**src/rtl/bcd_adj_pkg.sv**
```systemverilog
package bcd_adj_pkg;
   localparam int FLAG_W = 8;
   localparam int FLG_C  = 0;
   localparam int FLG_N  = 1;
   localparam int FLG_P  = 2;
   localparam int FLG_X  = 3;
   localparam int FLG_H  = 4;
   localparam int FLG_Y  = 5;
   localparam int FLG_Z  = 6;
   localparam int FLG_S  = 7;

   typedef struct packed {
      logic fix_lo;
      logic fix_hi;
      logic over_lim;
   } adj_sel_t;
endpackage

```
**src/rtl/bcd_adj_detect.sv**
```systemverilog
module bcd_adj_detect #(
   parameter int WORD_W  = 8,
   parameter int DIGIT_W = 4
) (
   input  logic [WORD_W-1:0]    acc_i,
   input  logic                 car_i,
   input  logic                 half_i,
   output bcd_adj_pkg::adj_sel_t sel_o
);
   localparam int NDIG = WORD_W / DIGIT_W;
   localparam logic [WORD_W-1:0]  BCD_MAX  = {NDIG{4'h9}};
   localparam logic [DIGIT_W-1:0] DIGIT_MX = DIGIT_W'(9);

   logic over_lim;
   logic lo_big;

   assign over_lim = acc_i > BCD_MAX;
   assign lo_big   = acc_i[DIGIT_W-1:0] > DIGIT_MX;

   always_comb begin
      sel_o.fix_lo   = half_i | lo_big;
      sel_o.fix_hi   = car_i | over_lim;
      sel_o.over_lim = over_lim;
   end
endmodule

```
**src/rtl/bcd_adj_apply.sv**
```systemverilog
module bcd_adj_apply #(
   parameter int WORD_W  = 8,
   parameter int DIGIT_W = 4
) (
   input  logic [WORD_W-1:0] acc_i,
   input  logic              fix_lo_i,
   input  logic              fix_hi_i,
   input  logic              sub_i,
   output logic [WORD_W-1:0] res_o
);
   localparam logic [WORD_W-1:0] LO_STEP = WORD_W'(6);
   localparam logic [WORD_W-1:0] HI_STEP = LO_STEP << DIGIT_W;

   logic [WORD_W-1:0] corr;

   always_comb begin
      corr = '0;
      if (fix_lo_i) corr = corr | LO_STEP;
      if (fix_hi_i) corr = corr | HI_STEP;
      if (sub_i) res_o = acc_i - corr;
      else       res_o = acc_i + corr;
   end
endmodule

```
**src/rtl/bcd_adj_flags.sv**
```systemverilog
module bcd_adj_flags #(
   parameter int WORD_W       = 8,
   parameter int PARITY_CHAIN = 0
) (
   input  logic [WORD_W-1:0]              acc_i,
   input  logic [WORD_W-1:0]              res_i,
   input  logic [bcd_adj_pkg::FLAG_W-1:0] flags_i,
   input  logic                           over_lim_i,
   output logic [bcd_adj_pkg::FLAG_W-1:0] flags_o
);
   import bcd_adj_pkg::*;

   logic odd;
   logic [WORD_W-1:0] diff;

   assign diff = acc_i ^ res_i;

   generate
      if (PARITY_CHAIN != 0) begin : g_chain
         logic [WORD_W-1:0] run;
         assign run[0] = res_i[0];
         for (genvar i = 1; i < WORD_W; i++) begin : g_stage
            assign run[i] = run[i-1] ^ res_i[i];
         end
         assign odd = run[WORD_W-1];
      end else begin : g_reduce
         assign odd = ^res_i;
      end
   endgenerate

   always_comb begin
      flags_o        = '0;
      flags_o[FLG_C] = flags_i[FLG_C] | over_lim_i;
      flags_o[FLG_N] = flags_i[FLG_N];
      flags_o[FLG_H] = diff[4];
      flags_o[FLG_P] = ~odd;
      flags_o[FLG_Z] = (res_i == '0);
      flags_o[FLG_S] = res_i[WORD_W-1];
   end
endmodule

```
**src/rtl/bcd_adj_unit.sv**
```systemverilog
module bcd_adj_unit #(
   parameter int WORD_W       = 8,
   parameter int PARITY_CHAIN = 0
) (
   input  logic        clk,
   input  logic        rst,
   input  logic        start_i,
   input  logic [7:0]  acc_i,
   input  logic [7:0]  flags_i,
   output logic [7:0]  acc_o,
   output logic [7:0]  flags_o,
   output logic        done_o
);
   import bcd_adj_pkg::*;

   localparam int DIGIT_W = WORD_W / 2;

   generate
      if (WORD_W != 8) begin : g_bad_width
         $error("bcd_adj_unit supports an 8-bit accumulator only");
      end
   endgenerate

   adj_sel_t            sel;
   logic [WORD_W-1:0]   res;
   logic [FLAG_W-1:0]   nflags;

   bcd_adj_detect #(.WORD_W(WORD_W), .DIGIT_W(DIGIT_W)) u_detect (
      .acc_i  (acc_i),
      .car_i  (flags_i[FLG_C]),
      .half_i (flags_i[FLG_H]),
      .sel_o  (sel)
   );

   bcd_adj_apply #(.WORD_W(WORD_W), .DIGIT_W(DIGIT_W)) u_apply (
      .acc_i    (acc_i),
      .fix_lo_i (sel.fix_lo),
      .fix_hi_i (sel.fix_hi),
      .sub_i    (flags_i[FLG_N]),
      .res_o    (res)
   );

   bcd_adj_flags #(.WORD_W(WORD_W), .PARITY_CHAIN(PARITY_CHAIN)) u_flags (
      .acc_i      (acc_i),
      .res_i      (res),
      .flags_i    (flags_i),
      .over_lim_i (sel.over_lim),
      .flags_o    (nflags)
   );

   always_ff @(posedge clk) begin
      if (rst) begin
         acc_o   <= '0;
         flags_o <= '0;
         done_o  <= 1'b0;
      end else begin
         done_o <= start_i;
         if (start_i) begin
            acc_o   <= res;
            flags_o <= nflags;
         end
      end
   end


   done_after_start_chk: assert property (@(posedge clk) disable iff (rst)
      done_o |-> $past(start_i));

   hold_when_idle_chk: assert property (@(posedge clk) disable iff (rst)
      (!start_i && !$past(rst)) |=> ($stable(acc_o) && $stable(flags_o)));

   carry_kept_chk: assert property (@(posedge clk) disable iff (rst)
      (start_i && flags_i[FLG_C]) |=> flags_o[FLG_C]);

   neg_kept_chk: assert property (@(posedge clk) disable iff (rst)
      start_i |=> (flags_o[FLG_N] == $past(flags_i[FLG_N])));

   zero_flag_chk: assert property (@(posedge clk) disable iff (rst)
      done_o |-> (flags_o[FLG_Z] == (acc_o == 8'h00)));

   spare_bits_chk: assert property (@(posedge clk) disable iff (rst)
      done_o |-> (!flags_o[FLG_X] && !flags_o[FLG_Y]));
endmodule

```
**config.mk**
```make
export PLATFORM = sky130hd
export DESIGN_NAME = bcd_adj_unit
export DESIGN_NICKNAME = d
export VERILOG_FILES = /design/src/rtl/bcd_adj_pkg.sv /design/src/rtl/bcd_adj_detect.sv /design/src/rtl/bcd_adj_apply.sv /design/src/rtl/bcd_adj_flags.sv /design/src/rtl/bcd_adj_unit.sv
export SDC_FILE = /design/constraint.sdc
export NUM_CORES = 1
export LEC_CHECK = 0
export ABC_AREA = 1
export BUFFER_PORTS_ARGS = -buffer_cell sky130_fd_sc_hd__buf_2
export CAP_MARGIN = 10
export CORE_UTILIZATION = 24
export DETAILED_ROUTE_END_ITERATION = 16
export PLACE_DENSITY_LB_ADDON = 0.15
export SETUP_SLACK_MARGIN = 0.02
export SYNTH_ARGS = -nofsm -noshare
export SYNTH_HDL_FRONTEND = slang
export SYNTH_HIERARCHICAL = 1
export SYNTH_SLANG_ARGS = --single-unit
```
**constraint.sdc**
```tcl
create_clock -name clk -period 5.8 [get_ports clk]
set_clock_uncertainty 0.05 [all_clocks]
set_input_delay 1.16 -clock clk [delete_from_list [all_inputs] [get_ports clk]]
set_output_delay 1.16 -clock clk [all_outputs]
set_load 0.02 [all_outputs]
```
* After elaboration in Yosys (flattened, before gate mapping)
Cells that the tools add are included.
** Cells by class
- $add $sub $neg :: 2
- $lt $le $gt $ge :: 2
- Mux-type cells :: 3
- Bitwise operators :: 4
- Reductions and logical operators :: 2
** Operator list (number)
- $add 8x7->8 :: 1
- $gt 8x8->1 const B :: 1
- $logic_not 8->1 :: 1
- $mux 8 :: 1
- $reduce_xor 8->1 :: 1
- $sub 8x7->8 :: 1
- $mux 7 :: 1
- $xor 5x5->5 :: 1
- $gt 4x4->1 const B :: 1
- $mux 3 :: 1
- $or 1x1->1 :: 2
- $not 1->1 :: 1
** Word-level totals
- Flip-flop bits (word level) :: 15
- Output and inout port bits :: 17
- Word-level logic and storage cells :: 16

* Logic depth before layout (Yosys ltp)
- Depth after elaboration :: 8
- Depth in mapped cells :: 27
- Depth with buffers taken out :: 27

* Cells and area by module
Netlist, hierarchy kept.
** Modules (own cells, without submodules)
- bcd_adj_unit :: instances 1, cells an instance 105, area an instance 767.0 µm²
- bcd_adj_apply :: instances 1, cells an instance 69, area an instance 404.1 µm²
- bcd_adj_flags :: instances 1, cells an instance 41, area an instance 211.5 µm²
- bcd_adj_detect :: instances 1, cells an instance 12, area an instance 62.6 µm²

* Worst setup path before layout
Ideal clock, no wire load.
- Path type :: input-to-reg
- From :: in acc_i[1]
- To :: reg flags_o[2]
- Library setup time :: 0.114 ns
- Arrival time :: 3.359 ns
- Required time :: 5.636 ns
- Setup slack :: 2.277 ns
- Stages :: 23
- Path buffers :: 0
- Path through :: inv_1 > nand2_2 > a21o_2 > inv_1 > ha_1 > o21ai_0 > ha_1 > nand2_1 > inv_1 > a21oi_2 > nand3_1 > nand2_1 > inv_1 > ha_1 > inv_1 > nand2_1 > nand2_1 > nand2_1 > nand2_1 > inv_1 > nand2_2 > nand2_1 > nor2_2
** RTL lines
- start, declared :: RTL line bcd_adj_unit.sv:8 : input logic [7:0] acc_i,
- end signal, assigned :: RTL line bcd_adj_unit.sv:60 : flags_o <= nflags;
- end, declared :: RTL line bcd_adj_unit.sv:11 : output logic [7:0] flags_o,

==> impl_metrics.toml <==
[status]
status = "finished, final reports clean"

[yosys]
ys_ff_latch = 17
postSynthAreaPerCell_um2 = 6.366
synth_warnings = 6
synth-edff-count = 0
ys_types = 25
syn_inst = 227
synthFlopType = "dfxtp_1"
yosysSeqAreaShare = 0.2355
mappedNetlistArea_um2 = 1445
synthArstFlopShare = 0

[detailed_routing]
vias_per_cell = 3.734
wl_um = 2761
drc = 0
drt_iter0_drc = 32
antenna_left = 0
num_vias = 1206
wl_per_cell_um = 8.548
firstDrtPassIters = 3

[clock_network]
cts_made_buffers = 3
postCtsHoldBufs = 0
cts_resized = 0
htreeDepth = 1
clock-sinks = 17
cts_root_buf = "clkbuf_8"
post-cts-setup-buffers = 0
clkSlewWorstSetupHoldPaths_ps = 70
clock_latency_ps = 260
clockBufferDepth = 2
tritoncts = "built"

[critical_path]
path_class = "in2reg"
regToRegEndpoint = "flags_o[0]"
end_kind = "flop"
cp-start-kind = "input port"
cp_max_fo = 5
r2r_start = "flags_o[0]"
critPathSlowestCell = "ha_1"
crit_path_frequent_cell = "nand2_1"
ff2ff_path_depth = 2
rrSetupSlack_ps = 5170
required_ps = 5910
max_stage_delay_ps = 320
crit_start = "acc_i[1]"
path_cells = "buf_2 > inv_1 > nand2_2 > a21o_2 > inv_1 > ha_1 > o21ai_0 > ha_1 > nand2_1 > inv_1 > a21oi_2 > nand3_1 > nand2_1 > inv_1 > ha_1 > inv_1 > nand2_1 > nand2_1 > nand2_1 > nand2_1 > inv_1 > nand2_2 > nand2_1 > nor2_2"
cp.arrival_ps = 3780

[placement]
hpwl_um = 2159
io_buffers = 30
gp_congestion = 0.6948
dp.cells = 319

[layout]
fillers = 671
area_growth_pct = 12.38
drive_above_1_share = 0.2510
layout.nets = 285
diodes = 0
final_cells = 323

[run]
drv_cap = 0

[timing]
tns_ps = 0
period_minus_slack_ps = 3675
worst_pin_slew_ps = 689.8
max-slew-margin-rel = 0.5401
rsz0062_at_grt = "false"
setup_viol = 0
maxSlewViolCount = 0
hold_viol_final = 0
timing.fmax_mhz = 272.1
post-route-period-util = 0.6336

[hold_path]
hold_class = "reg2reg"
min_to = "acc_o[3]"
hp-start = "acc_o[3]"
whs_path_depth = 2

[die]
die-area_um2 = 6335
die-height_um = 79.60
die_w_um = 79.60
initial_core_util = 0.2562
core-area_um2 = 5642
ios = 36
rows = 27

[grt]
use_met3 = 0.01029
antenna_found_initial = 0
grt_use_total = 0.09722
met1_usage = 0.1253
grt_use_met2 = 0.1564
grt_max_degree = 34
grt.busiest_layer = "met2"
grt_pass1_wl_um = 4802
grt_pass1_vias = 1124
grt_remaining_overflow = 0

[power]
irDropWorstVdd_uv = 79.75
powerDensity_nw_per_um2 = 248.3
p_leak_nw = 0.9952
p_total_mw = 0.4032
## cell usage after synthesis (2+ instances only)
| cell | count | area [µm²] |
|---|---|---|
| dfxtp_1 | 17 | 340.3 |
| or2_2 | 2 | 12.51 |
| buf_6 | 2 | 22.52 |
| buf_4 | 7 | 52.55 |
| nand2_2 | 11 | 68.82 |
| nand2_1 | 67 | 251.5 |
| nand3_2 | 2 | 20.02 |
| ha_1 | 14 | 175.2 |
| nor2_1 | 27 | 101.4 |
| nand3_1 | 3 | 15.01 |
| nor2_2 | 11 | 68.82 |
| o21ai_0 | 2 | 10.01 |
| xor2_1 | 3 | 26.28 |
| xnor2_1 | 2 | 17.52 |
| inv_1 | 47 | 176.4 |
## logic make-up (layout without fill, tap and decap cells)
| kind of cell | after synthesis | count (layout) | synth area share |
|---|---|---|---|
| buffers and inverters | 60 | 83 | 0.2035 |
| DFF | 17 | 17 | 0.2355 |
| other | 1 | 2 | 0.002595 |
| xor gates and xnor gates | 5 | 5 | 0.03031 |
| adders and majority gates | 14 | 14 | 0.1212 |
| AOI/OAI and AO/OA | 5 | 5 | 0.02251 |
| and+or+nand+nor | 125 | 125 | 0.3844 |
## area by class of cell
class / count / area (µm²) / share of cell area
inverters: 49 / 183.9 / 0.1133
clock buffers: 4 / 45.04 / 0.02773
repair buffers: 30 / 150.1 / 0.09245
flip-flops and latches: 17 / 340.3 / 0.2096
multi-input cells: 151 / 814.5 / 0.5015
well taps: 72 / 90.09 / 0.05547
## worst max-delay path: cells and delay by family
kind	cells	cell delay, ps
compound gates	3	530
fa+ha+maj	3	860
buf+inv	7	500
simple gates	11	710
## state kept, by name, indices dropped and copies added, names as in the netlist
name,count
flags_o,8
acc_o,8
done_o,1
## layout by cell type (no fill, tap or decap), drive strengths merged, types with 2 or more instances in the layout
cell type and count:
xnor2 2, nor2 38, a21oi 2, nand2 78
xor2 3, clkbuf 4, dfxtp 17, buf 30
nand3 5, inv 48, ha 14, or2 3
conb 2, o21ai 2
## routing by layer
metal | wire length, µm | vias up
li1 | - | 690
met1 | 1440 | 487
met2 | 1177 | 24
met3 | 76 | 5
met4 | 66 | 0
met5 | 0 | -
## power by group
group | internal (mW) | total (mW) | switching, mW
logic | 0.0667 | 0.178 | 0.112
clock network | 0.0489 | 0.0919 | 0.0431
registers | 0.128 | 0.133 | 0.00478
## per-stage QoR
stage / instance area (µm²) / utilization / hold WS (ps) / worst slack, ps
5_1_grt: 1624 / 0.2879 / 459.6 / 1781
6_report: 1624 / 0.2879 / 422.3 / 2125
4_1_cts: 1624 / 0.2879 / 426.2 / 2109
3_5_place_dp: 1579 / 0.2799 / 414.7 / 1835
3_3_place_gp: 1579 / 0.2799 / 412.9 / 1836
2_1_floorplan: 1449 / - / 493.7 / 2277
## how the worst max path moves through the flow
stage                       endpoint  slack (ps)  depth (start not counted)
after floorplan           flags_o[2]        2280                         23
after global placement    flags_o[2]        1840                         24
after detailed placement  flags_o[2]        1840                         24
after CTS                 flags_o[2]        2110                         24
after global routing      flags_o[2]        1780                         27
final                     flags_o[2]        2130                         24
Note: power is estimated with default switching activity, not from simulation.
